<file path="config.mk">
export PLATFORM = sky130hd
export DESIGN_NAME = match_timer
export DESIGN_NICKNAME = d
export VERILOG_FILES = /design/src/rtl/mt_pkg.sv /design/src/rtl/mt_datapath.sv /design/src/rtl/mt_ctrl.sv /design/src/rtl/match_timer.sv
export SDC_FILE = /design/constraint.sdc
export NUM_CORES = 1
export LEC_CHECK = 0
export ABC_AREA = 1
export BUFFER_PORTS_ARGS = -buffer_cell sky130_fd_sc_hd__buf_2
export CORE_MARGIN = 8
export CORE_UTILIZATION = 30
export DETAILED_ROUTE_END_ITERATION = 8
export HOLD_SLACK_MARGIN = 0.02
export SLEW_MARGIN = 20
export SYNTH_ARGS = -nofsm -noshare
export SYNTH_HDL_FRONTEND = slang
export SYNTH_SLANG_ARGS = --single-unit
</file>
<file path="constraint.sdc">
create_clock -name clk -period 4.3 [get_ports clk]
set_clock_uncertainty 0.2 [all_clocks]
set_input_delay 0.215 -clock clk [delete_from_list [all_inputs] [get_ports clk]]
set_output_delay 0.215 -clock clk [all_outputs]
set_load 0.01 [all_outputs]
</file>
<file path="src/rtl/mt_pkg.sv">
package mt_pkg;

  // Register addresses
  localparam int ADDR_CTRL     = 0;
  localparam int ADDR_PRESCALE = 1;
  localparam int ADDR_MACT     = 2;
  localparam int ADDR_PINS     = 3;
  localparam int ADDR_FLAGS    = 4;
  localparam int ADDR_COUNT    = 5;
  localparam int ADDR_PCOUNT   = 6;
  localparam int ADDR_MATCH0   = 8;

  // Pin action codes
  localparam logic [1:0] PIN_KEEP   = 2'b00;
  localparam logic [1:0] PIN_LOW    = 2'b01;
  localparam logic [1:0] PIN_HIGH   = 2'b10;
  localparam logic [1:0] PIN_TOGGLE = 2'b11;

  // Strobes from control to datapath
  typedef struct packed {
    logic clear;    // force both counts to zero
    logic advance;  // counting allowed this cycle
    logic wrap;     // a reset-on-match channel holds the current count
  } mtStrobe_t;

endpackage

</file>
<file path="src/rtl/mt_datapath.sv">
module mt_datapath
  import mt_pkg::*;
#(
  parameter int CNT_W = 32
) (
  input  logic             clk,
  input  logic             rstN,
  input  mtStrobe_t        strobe,
  input  logic [CNT_W-1:0] prescale,
  output logic [CNT_W-1:0] pcount,
  output logic [CNT_W-1:0] tcount
);

  logic tickNow;
  assign tickNow = (pcount >= prescale);

  always_ff @(posedge clk) begin
    if (!rstN) begin
      pcount <= '0;
      tcount <= '0;
    end else if (strobe.clear) begin
      pcount <= '0;
      tcount <= '0;
    end else if (strobe.advance) begin
      if (tickNow) begin
        pcount <= '0;
        tcount <= strobe.wrap ? '0 : tcount + 1'b1;
      end else begin
        pcount <= pcount + 1'b1;
      end
    end
  end

  // clear forces both counts to zero
  a_r3_clear_zero: assert property (@(posedge clk) disable iff (!rstN)
    strobe.clear |=> (pcount == '0 && tcount == '0));

  // no advance, no clear -> counts hold
  a_r2_hold: assert property (@(posedge clk) disable iff (!rstN)
    (!strobe.clear && !strobe.advance) |=> ($stable(pcount) && $stable(tcount)));

  // prescale count steps by one inside a period
  a_r1_pc_step: assert property (@(posedge clk) disable iff (!rstN)
    (strobe.advance && !strobe.clear && !tickNow) |=>
      (pcount == $past(pcount) + 1'b1 && $stable(tcount)));

  // end of period with reset-on-match folds the count to zero
  a_r4_wrap_zero: assert property (@(posedge clk) disable iff (!rstN)
    (strobe.advance && !strobe.clear && tickNow && strobe.wrap) |=> (tcount == '0));

endmodule

</file>
<file path="src/rtl/mt_ctrl.sv">
module mt_ctrl
  import mt_pkg::*;
#(
  parameter int CNT_W     = 32,
  parameter int NUM_MATCH = 4,
  parameter int ADDR_W    = 4
) (
  input  logic              clk,
  input  logic              rstN,
  input  logic              regWe,
  input  logic [ADDR_W-1:0] regAddr,
  input  logic [CNT_W-1:0]  regWdata,
  output logic [CNT_W-1:0]  regRdata,
  input  logic [CNT_W-1:0]  pcount,
  input  logic [CNT_W-1:0]  tcount,
  output logic [CNT_W-1:0]  prescale,
  output mtStrobe_t         strobe,
  output logic              irq,
  output logic              running,
  output logic [NUM_MATCH-1:0] matchOut
);

  localparam int ACT_W = 3 * NUM_MATCH;
  localparam int PIN_W = 2 * NUM_MATCH;

  logic                 enReg, clrReg;
  logic [CNT_W-1:0]     prescaleReg;
  logic [CNT_W-1:0]     matchReg [NUM_MATCH];
  logic [ACT_W-1:0]     matchAct;
  logic [PIN_W-1:0]     pinAct;
  logic [NUM_MATCH-1:0] pinState, pinNext;
  logic [NUM_MATCH-1:0] flags;
  logic [NUM_MATCH-1:0] seen;

  logic [NUM_MATCH-1:0] hit, evt, intEn, rstEn, stopEn;
  logic                 stopNow;

  logic ctrlWr, preWr, actWr, pinWr, flagWr;
  assign ctrlWr = regWe && (regAddr == ADDR_W'(ADDR_CTRL));
  assign preWr  = regWe && (regAddr == ADDR_W'(ADDR_PRESCALE));
  assign actWr  = regWe && (regAddr == ADDR_W'(ADDR_MACT));
  assign pinWr  = regWe && (regAddr == ADDR_W'(ADDR_PINS));
  assign flagWr = regWe && (regAddr == ADDR_W'(ADDR_FLAGS));

  // Per-channel compare and action bits
  for (genvar g = 0; g < NUM_MATCH; g++) begin : g_chan
    assign intEn[g]  = matchAct[3*g];
    assign rstEn[g]  = matchAct[3*g+1];
    assign stopEn[g] = matchAct[3*g+2];
    assign hit[g]    = (tcount == matchReg[g]);
    assign evt[g]    = enReg && hit[g] && !seen[g];
  end

  assign stopNow        = |(evt & stopEn);
  assign strobe.clear   = clrReg;
  assign strobe.advance = enReg && !stopNow;
  assign strobe.wrap    = |(hit & rstEn);

  // Next pin state: software load first, then match actions
  always_comb begin
    pinNext = pinWr ? regWdata[ACT_W-1:PIN_W] : pinState;
    for (int m = 0; m < NUM_MATCH; m++) begin
      if (evt[m]) begin
        case (pinAct[2*m +: 2])
          PIN_LOW:    pinNext[m] = 1'b0;
          PIN_HIGH:   pinNext[m] = 1'b1;
          PIN_TOGGLE: pinNext[m] = ~pinNext[m];
          default:    pinNext[m] = pinNext[m];
        endcase
      end
    end
  end

  always_ff @(posedge clk) begin
    if (!rstN) begin
      enReg       <= 1'b0;
      clrReg      <= 1'b0;
      prescaleReg <= '0;
      matchAct    <= '0;
      pinAct      <= '0;
      pinState    <= '0;
      flags       <= '0;
      seen        <= '0;
      for (int m = 0; m < NUM_MATCH; m++) matchReg[m] <= '0;
    end else begin
      if (ctrlWr) begin
        enReg  <= regWdata[0];
        clrReg <= regWdata[1];
      end else if (stopNow) begin
        enReg <= 1'b0;
      end
      if (preWr) prescaleReg <= regWdata;
      if (actWr) matchAct <= regWdata[ACT_W-1:0];
      if (pinWr) pinAct <= regWdata[PIN_W-1:0];
      for (int m = 0; m < NUM_MATCH; m++) begin
        if (regWe && regAddr == ADDR_W'(ADDR_MATCH0 + m)) matchReg[m] <= regWdata;
      end
      pinState <= pinNext;
      flags    <= (flagWr ? (flags & ~regWdata[NUM_MATCH-1:0]) : flags) | (evt & intEn);
      seen     <= hit & (seen | evt);
    end
  end

  // Combinational read path
  always_comb begin
    regRdata = '0;
    if (regAddr == ADDR_W'(ADDR_CTRL))          regRdata = CNT_W'({clrReg, enReg});
    else if (regAddr == ADDR_W'(ADDR_PRESCALE)) regRdata = prescaleReg;
    else if (regAddr == ADDR_W'(ADDR_MACT))     regRdata = CNT_W'(matchAct);
    else if (regAddr == ADDR_W'(ADDR_PINS))     regRdata = CNT_W'({pinState, pinAct});
    else if (regAddr == ADDR_W'(ADDR_FLAGS))    regRdata = CNT_W'(flags);
    else if (regAddr == ADDR_W'(ADDR_COUNT))    regRdata = tcount;
    else if (regAddr == ADDR_W'(ADDR_PCOUNT))   regRdata = pcount;
    else begin
      for (int m = 0; m < NUM_MATCH; m++) begin
        if (regAddr == ADDR_W'(ADDR_MATCH0 + m)) regRdata = matchReg[m];
      end
    end
  end

  assign prescale = prescaleReg;
  assign irq      = |flags;
  assign running  = enReg;
  assign matchOut = pinState;

  // an enabled interrupt match raises irq on the next clock
  a_r5_irq_follows: assert property (@(posedge clk) disable iff (!rstN)
    (|(evt & intEn)) |=> irq);

  // a pending interrupt stays until software clears it
  a_r6_flag_hold: assert property (@(posedge clk) disable iff (!rstN)
    (irq && !flagWr) |=> irq);

  // stop-on-match drops the enable on the next clock
  a_r7_stop_clears: assert property (@(posedge clk) disable iff (!rstN)
    (stopNow && !ctrlWr) |=> !running);

  // no channel fires on two consecutive clocks
  a_r9_single_fire: assert property (@(posedge clk) disable iff (!rstN)
    (|evt) |=> ((evt & $past(evt)) == '0));

endmodule

</file>
<file path="src/rtl/match_timer.sv">
module match_timer
  import mt_pkg::*;
#(
  parameter int CNT_W     = 32,
  parameter int NUM_MATCH = 4,
  parameter int ADDR_W    = 4
) (
  input  logic                 clk,
  input  logic                 rstN,
  input  logic                 regWe,
  input  logic [ADDR_W-1:0]    regAddr,
  input  logic [CNT_W-1:0]     regWdata,
  output logic [CNT_W-1:0]     regRdata,
  output logic                 irq,
  output logic                 running,
  output logic [NUM_MATCH-1:0] matchOut
);

  mtStrobe_t        strobe;
  logic [CNT_W-1:0] prescale, pcount, tcount;

  mt_ctrl #(
    .CNT_W(CNT_W), .NUM_MATCH(NUM_MATCH), .ADDR_W(ADDR_W)
  ) u_ctrl (
    .clk(clk), .rstN(rstN),
    .regWe(regWe), .regAddr(regAddr), .regWdata(regWdata), .regRdata(regRdata),
    .pcount(pcount), .tcount(tcount), .prescale(prescale), .strobe(strobe),
    .irq(irq), .running(running), .matchOut(matchOut)
  );

  mt_datapath #(
    .CNT_W(CNT_W)
  ) u_datapath (
    .clk(clk), .rstN(rstN), .strobe(strobe), .prescale(prescale),
    .pcount(pcount), .tcount(tcount)
  );

endmodule

</file>
# Yosys cells after proc, flatten, opt, wreduce, memory -nomap -nowiden
# Memory sizes are Yosys's and may differ from the RTL's.
# Index checks and enable logic that the tools add are counted.
dict set report word_totals {
  mem_count 1
  mem_bits_rw 128
  reg_bits 130
  latchBits 0
  in_bits 39
  romBits 0
  out_inout_bits 38
  elab_cells 129
}
dict set report classes {
  n_addsub 2
  shifts 0
  eq_ne 26
  multipliers 0
  magnitude_cmp 1
  muxes 42
  bitwise_logic 17
  n_reduce_logical 30
  div_mod_pow 0
}
# name words width read_ports rd_clocked_by_memory_dff write_ports line
set memory_table {}
lappend memory_table {u_ctrl.matchReg 4 32 4 0 4 mt_ctrl.sv:28} ;# logic [CNT_W-1:0] matchReg [NUM_MATCH];
# operator count
set ops {}
lappend ops {{32-bit two-way mux} 17}
lappend ops {{32-bit == test} 4}
lappend ops {{32-bit by 1-bit adder with 32-bit output (second input constant)} 2}
lappend ops {{32-bit greater-or-equal comparator} 1}
lappend ops {{4-bit bitwise AND} 5}
lappend ops {{1-bit two-way mux} 19}
lappend ops {{1-bit logical AND} 18}
lappend ops {{2-bit == test (second input constant)} 8}
lappend ops {{4-bit == test (second input constant)} 4}
lappend ops {{4-bit by 3-bit == test with 1-bit output (second input constant)} 3}
lappend ops {{1-bit one-hot mux with 3 select lines} 4}
lappend ops {{4-bit OR reduction} 3}
lappend ops {{2-bit by 1-bit == test with 1-bit output (second input constant)} 4}
lappend ops {{4-bit by 2-bit == test with 1-bit output (second input constant)} 2}
lappend ops {{4-bit two-way mux} 2}
lappend ops {{4-bit bitwise OR} 2}
lappend ops {{1-bit logical NOT} 5}
lappend ops {{1-bit inverter} 5}
lappend ops {{4-bit by 1-bit == test with 1-bit output (second input constant)} 1}
lappend ops {{4-bit logical NOT} 1}
lappend ops {{4-bit inverter} 1}
lappend ops {{1-bit bitwise OR} 4}
lappend ops {{2-bit AND reduction} 1}
lappend ops {{2-bit nonzero test} 1}
lappend ops {{2-bit OR reduction} 1}

# Depth between registers and ports, before layout
# Gate-level depths: netlist of run 1.
dict set report logic_depth {
  depth_word 12
  ltp_mapped 17
  depth_no_buf 16
}

# Cells and area by module
# A second synthesis of run 1 with hierarchy kept.
dict set report unflattened {
  cells_unflattened 2212
  area_unflattened_um2 15683.8
}
# module instances seq_area_each_um2 area_per_inst_um2 cells_each
set by_module_without_submodules {}
lappend by_module_without_submodules {mt_ctrl 1 5165.0 11064.4 1479}
lappend by_module_without_submodules {mt_datapath 1 1281.2 4619.4 733}

# Worst setup path after synthesis of run 1
# OpenSTA, ideal clock, no wires.
dict set report synth_timing {
  path_type {in2reg}
  startpoint {input regAddr[1]}
  endpoint {memory u_ctrl.matchReg[2][0], enable pin}
  path_slack_ns 0.511
  setup_time_ns 0.466
  required_time_ns 3.634
  t_arrival_ns 3.124
  path_stages 6
  cell_sequence {inv_1 -> nor2_1 -> inv_1 -> nor2_2 -> clkinv_1 -> o21ai_0}
}
# element line
set synth_lines {}
lappend synth_lines {{start: declaration} match_timer.sv:11} ;# input logic [ADDR_W-1:0] regAddr,
lappend synth_lines {{end: declaration} mt_ctrl.sv:28}

# Final worst setup path of run 1
dict set report layout_timing {
  startpoint {register u_datapath.tcount[11]}
  endpoint {register u_datapath.pcount[1]}
}
dict set report layout_between {
  elab_chain_len 7
  elab_cells_between_ends 16
}
# element line
set layout_rtl {}
lappend layout_rtl {{start: declaration} mt_datapath.sv:11} ;# output logic [CNT_W-1:0] tcount
lappend layout_rtl {{start signal: assignment} mt_datapath.sv:27} ;# tcount <= strobe.wrap ? '0 : tcount + 1'b1;
lappend layout_rtl {{32-bit == test} mt_ctrl.sv:50} ;# assign hit[g] = (tcount == matchReg[g]);
lappend layout_rtl {{1-bit logical AND (2 in a row)} mt_ctrl.sv:51} ;# assign evt[g] = enReg && hit[g] && !seen[g];
lappend layout_rtl {{4-bit bitwise AND (*)} mt_ctrl.sv:54} ;# assign stopNow = |(evt & stopEn);
lappend layout_rtl {{4-bit OR reduction (*)} mt_ctrl.sv:54}
lappend layout_rtl {{1-bit logical NOT (*)} mt_ctrl.sv:56} ;# assign strobe.advance = enReg && !stopNow;
lappend layout_rtl {{1-bit logical AND (*)} mt_ctrl.sv:56}
lappend layout_rtl {{end signal: assignment} mt_datapath.sv:29} ;# pcount <= pcount + 1'b1;
lappend layout_rtl {{end: declaration} mt_datapath.sv:10} ;# output logic [CNT_W-1:0] pcount,
# Every way passes the cells marked *; elsewhere a longest branch is shown, timed or not.
# A chain may end at the register's enable or synchronous reset.

==> flow_metrics.env, run 1 <==
export IMPL_status="complete, no violations"
export IMPL_grt_setup_unrepaired="false"
export IMPL_crit_path_max_incr_delay_ns=0.50
export IMPL_cts_setup_buffers=0
export IMPL_slew_violations=0
export IMPL_final_setup_tns_ns=0
export IMPL_finalSetupViolCount=0
export IMPL_criticalPathCategory="reg2reg"
export IMPL_hpwl_um=49100
export IMPL_period_share_pct=85.1
export IMPL_grt_pass1_wl_um=97700
export IMPL_clkLatencyLatePin_ns=0.62
export IMPL_dp_cells=2877
export IMPL_start_util_pct=30.4
export IMPL_crit_buf_inv=3
export IMPL_tightest_slew_ns=1.09
export IMPL_critPathTopFamily="simple AND/OR/NAND/NOR gates"
export IMPL_track_usage_pct=21.1
export IMPL_slew_headroom_pct=26.7
export IMPL_start_kind="flop"
export IMPL_fp_dieW_um=247
export IMPL_dieHeight_um=247
export IMPL_critPathMaxFanout=32
export IMPL_power_leakage_nw=6.86
export IMPL_gp_congestion=0.994
export IMPL_crit_top_cell="nand2_1"
export IMPL_io_buffer_count=76
export IMPL_dp_worst_setup_slack_ns=0.724
export IMPL_peakVddDrop_v=0.000296
export IMPL_synthesis_nets=2269
export IMPL_syn_inst=2196
export IMPL_wl_um=66700
export IMPL_fill_cells=5570
export IMPL_ys_warnings_count=0
export IMPL_worst_slack_ns=0.639
export IMPL_avgSynthCellArea_sq_um=7.31
export IMPL_fin_nets=2336
export IMPL_layout_cells_non_filler=2976
export IMPL_cts_buffers=30
export IMPL_clkTransAtPathRegs_ns=0.07
export IMPL_worstHoldStart="regAddr[1]"
export IMPL_grt_max_degree=60
export IMPL_syn_area_sq_um=16000
export IMPL_antenna_found_initial=2
export IMPL_cp_data_arrival_time_ns=3.99
export IMPL_layout_drive_gt1_share_pct=11.1
export IMPL_yosysUniqueCellTypes=43
export IMPL_powerDensity_nw_per_um2=321
export IMPL_end_kind="flop"
export IMPL_timing_fmax_mhz=273
export IMPL_hold_class="in2reg"
export IMPL_avgViaCountPerCell=5.35
export IMPL_tritoncts="yes"
export IMPL_final_cell_mix="nand2_1 (501), nor2_1 (309), inv_1 (209)"
export IMPL_wire_per_inst_um=22.4
export IMPL_final_core_util_pct=34.7
export IMPL_dieArea_sq_um=61100
export IMPL_core_area_sq_um=52800
export IMPL_ys_seq_area_share_pct=40.2
export IMPL_regArea_sq_um=6450
export IMPL_layout_commonest_cell="nand2_1"
export IMPL_cap_viol_max_count=0
export IMPL_rows=84
export IMPL_clk_path_buf_depth=3
export IMPL_htreeDepth=1
export IMPL_dr_pass1_iters=6
export IMPL_p_total_mw=5.87
export IMPL_ys_ff_latch=258
export IMPL_antenna_left=0
export IMPL_r2r_start="u_datapath.tcount[11]"
export IMPL_slowest_stage="nand3_4"
export IMPL_vias=15900
export IMPL_crit_chain="buf_4, xnor2_1, nand2_1, nor2_1, nand2_1, nor2_4, nand4_1, nand2_2, buf_4, inv_2, nand3_4, nand2_1, nor3_1"
export IMPL_drt_iter0_drc=2083
export IMPL_hold_viol=0
export IMPL_ios=77
export IMPL_drc_errors=0
export IMPL_min_period_ns=3.66
export IMPL_cp_required_ns=4.63
export IMPL_grt_pass1_vias=14900
export IMPL_multi_input_area_sq_um=8110
export IMPL_clock_sinks=258
export IMPL_overflow=0
export IMPL_worstSetupStartpoint="u_datapath.tcount[11]"
export IMPL_syn2layout_area_growth_pct=13.9
export IMPL_clock_root_buffer="clkbuf_16"
layer usage:
| layer | GRT usage, % | up-vias | share of wire [%] |
|---|---|---|---|
| li1 | - | 7325 | - |
| met1 | 29.3 | 7597 | 43 |
| met2 | 32.4 | 860 | 43 |
| met3 | 4.07 | 133 | 9.7 |
| met4 | 7.63 | 0 | 4.0 |
| met5 | 0 | - | 0 |
timing repair:
action | CTS | global route
gates resized for setup | 0 | 0
endpoints found under the hold margin | 188 | 0
hold buffers | 42 | 0
worst paths after layout:
kind / end / slack [ns] / cells after the start
worst max-delay path: u_datapath.pcount[1] / 0.64 / 13
worst min-delay path: u_ctrl.clrReg / 0.06 / 7
worst max register to register: u_datapath.pcount[1] / 0.64 / 13
worst min register to register: u_ctrl.matchAct[3] / 0.28 / 2
synthesized netlist by cell type, drive strengths merged:
master | number | area share (%)
nor2 | 318 | 7.7
nor3b | 7 | 0.33
ha | 34 | 2.7
o21ai | 173 | 5.4
buf | 60 | 2.6
nand4 | 25 | 0.97
o22ai | 29 | 1.1
a211oi | 8 | 0.37
nor3 | 61 | 1.9
or4 | 1 | 0.047
o211ai | 10 | 0.47
xor2 | 50 | 2.7
clkbuf | 57 | 1.3
o311a | 1 | 0.062
a21oi | 142 | 5.1
o32ai | 2 | 0.11
nand2 | 533 | 13
a2111oi | 3 | 0.16
nand3 | 75 | 2.5
xnor2 | 74 | 4.0
o2111ai | 10 | 0.55
inv | 240 | 5.6
nor4 | 7 | 0.27
o221ai | 2 | 0.11
dfxtp | 130 | 16
clkinv | 2 | 0.047
o31ai | 2 | 0.094
o21a | 2 | 0.094
a221oi | 8 | 0.44
edfxtp | 128 | 24
a22o | 2 | 0.11
kinds of logic after synthesis:
group / after synthesis / synth area share [%]
simple gates: 1027 / 26.7
compound gates: 394 / 14.2
buf+inv: 359 / 9.58
flops: 258 / 40.2
xor+xnor: 124 / 6.77
fa+ha+maj: 34 / 2.65
sequential cells by signal, summed over array words and instances (netlist names):
name	cells
u_ctrl.pinAct	8
u_ctrl.running	1
u_ctrl.seen	4
u_ctrl.clrReg	1
u_ctrl.matchOut	4
u_ctrl.matchReg	128
u_datapath.tcount	32
u_datapath.pcount	32
u_ctrl.matchAct	12
u_ctrl.prescale	32
u_ctrl.flags	4
power by group:
part	internal [mW]	leakage, nW	switching (mW)
logic	0.189	4.15	0.498
registers	2.67	2.27	0.0700
clock network	1.33	0.436	1.12
cell type report:
class                      count  share of cell area, %
clock inverter                20                  0.678
clock buffer                  36                   4.23
multi-input combinational   1579                   44.4
timing repair buffer         152                   5.78
sequential                   258                   35.3
inverter                     242                   4.97
tap                          688                   4.71
antenna                        1                 0.0137
per-stage QoR:
stage | instance area [sq um] | hold WS (ns)
finish | 18300 | 0.0593
global route | 18300 | 0.148
CTS | 18300 | 0.0354
detailed placement | 17000 | 0.275
global placement | 17000 | 0.265
floorplan | 16000 | 0.179
worst min-delay path, delay by kind of cell:
| family | cells | cell delay, ns |
|---|---|---|
| buffers and inverters | 3 | 0.24 |
| AOI/OAI and AO/OA | 1 | 0.16 |
| and+or+nand+nor | 3 | 0.21 |
Power figures use the tool's default switching activity.
==> inputs of run 2 (changes only) <==
--- a/config.mk
+++ b/config.mk
@@ -8,9 +8,10 @@
 export ABC_AREA = 1
 export BUFFER_PORTS_ARGS = -buffer_cell sky130_fd_sc_hd__buf_2
 export CORE_MARGIN = 8
-export CORE_UTILIZATION = 30
+export CORE_UTILIZATION = 63
 export DETAILED_ROUTE_END_ITERATION = 8
 export HOLD_SLACK_MARGIN = 0.02
+export PLACE_DENSITY = 0.81
 export SLEW_MARGIN = 20
 export SYNTH_ARGS = -nofsm -noshare
 export SYNTH_HDL_FRONTEND = slang
==> flow_metrics.env, run 2 (synthesis results as in run 1) <==
export IMPL_hpwl_um=44300
export IMPL_clock_sinks=258
export IMPL_period_share_pct=81.6
export IMPL_dieHeight_um=176
export IMPL_antenna_left=0
export IMPL_clkTransAtPathRegs_ns=0.07
export IMPL_fp_dieW_um=176
export IMPL_slew_violations=0
export IMPL_dr_pass1_iters=6
export IMPL_status="complete, no violations"
export IMPL_layout_cells_non_filler=2616
export IMPL_hold_depth=7
export IMPL_worstRegToRegCells=11
export IMPL_largest_reg_flops=128
export IMPL_dieArea_sq_um=30800
export IMPL_min_to="u_ctrl.matchAct[7]"
export IMPL_clk_path_buf_depth=3
export IMPL_p_total_mw=6.20
export IMPL_hold_viol=0
export IMPL_ios=77
export IMPL_wire_per_inst_um=23.5
export IMPL_ff2ff_setup_slack_ns=0.79
export IMPL_criticalPathCategory="reg2reg"
export IMPL_hold_class="in2reg"
export IMPL_start_kind="flop"
export IMPL_wl_um=61600
export IMPL_slew_headroom_pct=28.0
export IMPL_critPathMaxFanout=34
export IMPL_timing_fmax_mhz=285
export IMPL_drt_iter0_drc=2434
export IMPL_cap_viol_max_count=0
export IMPL_syn2layout_area_growth_pct=12.2
export IMPL_power_leakage_nw=6.95
export IMPL_start_util_pct=63.9
export IMPL_drc_errors=0
export IMPL_regMostFlops="u_ctrl.matchReg"
export IMPL_grt_max_degree=64
export IMPL_cts_buffers=29
export IMPL_tritoncts="yes"
export IMPL_worstHoldStart="regAddr[0]"
export IMPL_grt_pass1_wl_um=91700
export IMPL_cp_data_arrival_time_ns=3.79
export IMPL_finalSetupViolCount=0
export IMPL_htreeDepth=1
export IMPL_cp_required_ns=4.58
export IMPL_min_period_ns=3.51
export IMPL_io_buffer_count=76
export IMPL_avgViaCountPerCell=6.33
export IMPL_overflow=0
export IMPL_gp_congestion=1.08
export IMPL_grt_pass1_vias=15500
export IMPL_peakVddDrop_v=0.000377
export IMPL_clkLatencyLatePin_ns=0.57
export IMPL_regToRegEndpoint="u_datapath.tcount[23]"
export IMPL_layout_commonest_cell="nand2_1"
export IMPL_rows=58
export IMPL_grt_setup_unrepaired="false"
export IMPL_final_setup_tns_ns=0
export IMPL_vias=16600
export IMPL_core_area_sq_um=25100
export IMPL_end_kind="flop"
export IMPL_powerDensity_nw_per_um2=344
export IMPL_antenna_found_initial=2
export IMPL_track_usage_pct=38.7
export IMPL_r2r_start="u_datapath.tcount[18]"
export IMPL_layout_drive_gt1_share_pct=11.8
export IMPL_final_cell_mix="nand2_1 (501), nor2_1 (309), inv_1 (209)"
export IMPL_clock_root_buffer="clkbuf_16"
export IMPL_fin_nets=2333
export IMPL_dp_cells=2519
export IMPL_ctsResizeCount=0
export IMPL_tightest_slew_ns=1.08
run 2: cell types whose count changed in the layout (fill, tap and decap cells not counted), moves of 2 or more:
cell,before,now
clkinv_1,15,3
clkbuf_1,6,0
clkbuf_8,0,4
bufinv_16,1,4
clkbuf_16,30,33
diode_2,1,4
dlygate4sd3_1,42,40
run 2: layer usage:
| layer | global-route usage, % | vias up | part of all wire, % | wire, um |
|---|---|---|---|---|
| li1 | - | 7301 | - | - |
| met1 | 50.6 | 7700 | 37 | 22600 |
| met2 | 59.6 | 1317 | 44 | 26800 |
| met3 | 9.34 | 248 | 14 | 8670 |
| met4 | 17.9 | 0 | 5.6 | 3440 |
| met5 | 0 | - | 0 | 0 |
run 2: timing repair:
| item | in CTS | in global routing |
|---|---|---|
| endpoints found under the hold margin | 174 | 0 |
| setup buffers | 0 | 0 |
| hold buffers | 40 | 0 |
run 2: how the worst max path moves through the flow:
stage	startpoint	endpoint	depth (start not counted)	slack, ns
floorplan	regAddr[1]	u_ctrl.matchReg[2][0]	6	0.51
global placement	regAddr[2]	regRdata[11]	12	1.15
detailed placement	regAddr[2]	regRdata[9]	14	1.10
CTS	regAddr[2]	regRdata[11]	12	1.06
global route	u_datapath.tcount[18]	u_datapath.tcount[31]	11	0.70
finish	u_datapath.tcount[18]	u_datapath.tcount[23]	11	0.79
run 2: final cells by class:
class	instances	area [sq um]
Antenna cell	4	10.0
Clock inverter	15	183
Tap cell	330	413
Sequential cell	258	6450
Inverter	242	908
Clock buffer	38	886
Fill cell	2101	7100
Timing Repair Buffer	150	1050
Multi-Input combinational cell	1579	8110
run 2: where the power goes:
group / internal [mW] / switching [mW] / leakage, nW
Sequential: 2.67 / 0.0708 / 2.27
Clock: 1.68 / 1.08 / 0.526
Combinational: 0.195 / 0.500 / 4.15
Total: 4.55 / 1.65 / 6.95
run 2: metrics by stage:
step / instance area [sq um] / worst slack [ns] / hold WS, ns / util [%]
after floorplan: 16000 / 0.511 / 0.179 / -
after global placement: 16500 / 1.15 / 0.252 / 65.8
after global routing: 18000 / 0.697 / 0.148 / 71.7
after detailed placement: 16500 / 1.10 / 0.257 / 65.8
final: 18000 / 0.789 / 0.143 / 71.7
after CTS: 18000 / 1.06 / 0.119 / 71.7
run 2: critical path, stage by stage (launching register included):
cell and delay (ns):
dfxtp_1 0.74, xnor2_1 0.41, nand2_1 0.15, nor2_1 0.07
nand2_1 0.06, nor2_1 0.07, nand4_1 0.11, nand3_2 0.12
nor2_4 0.66, buf_4 0.51, nand3_1 0.17, a21oi_2 0.13
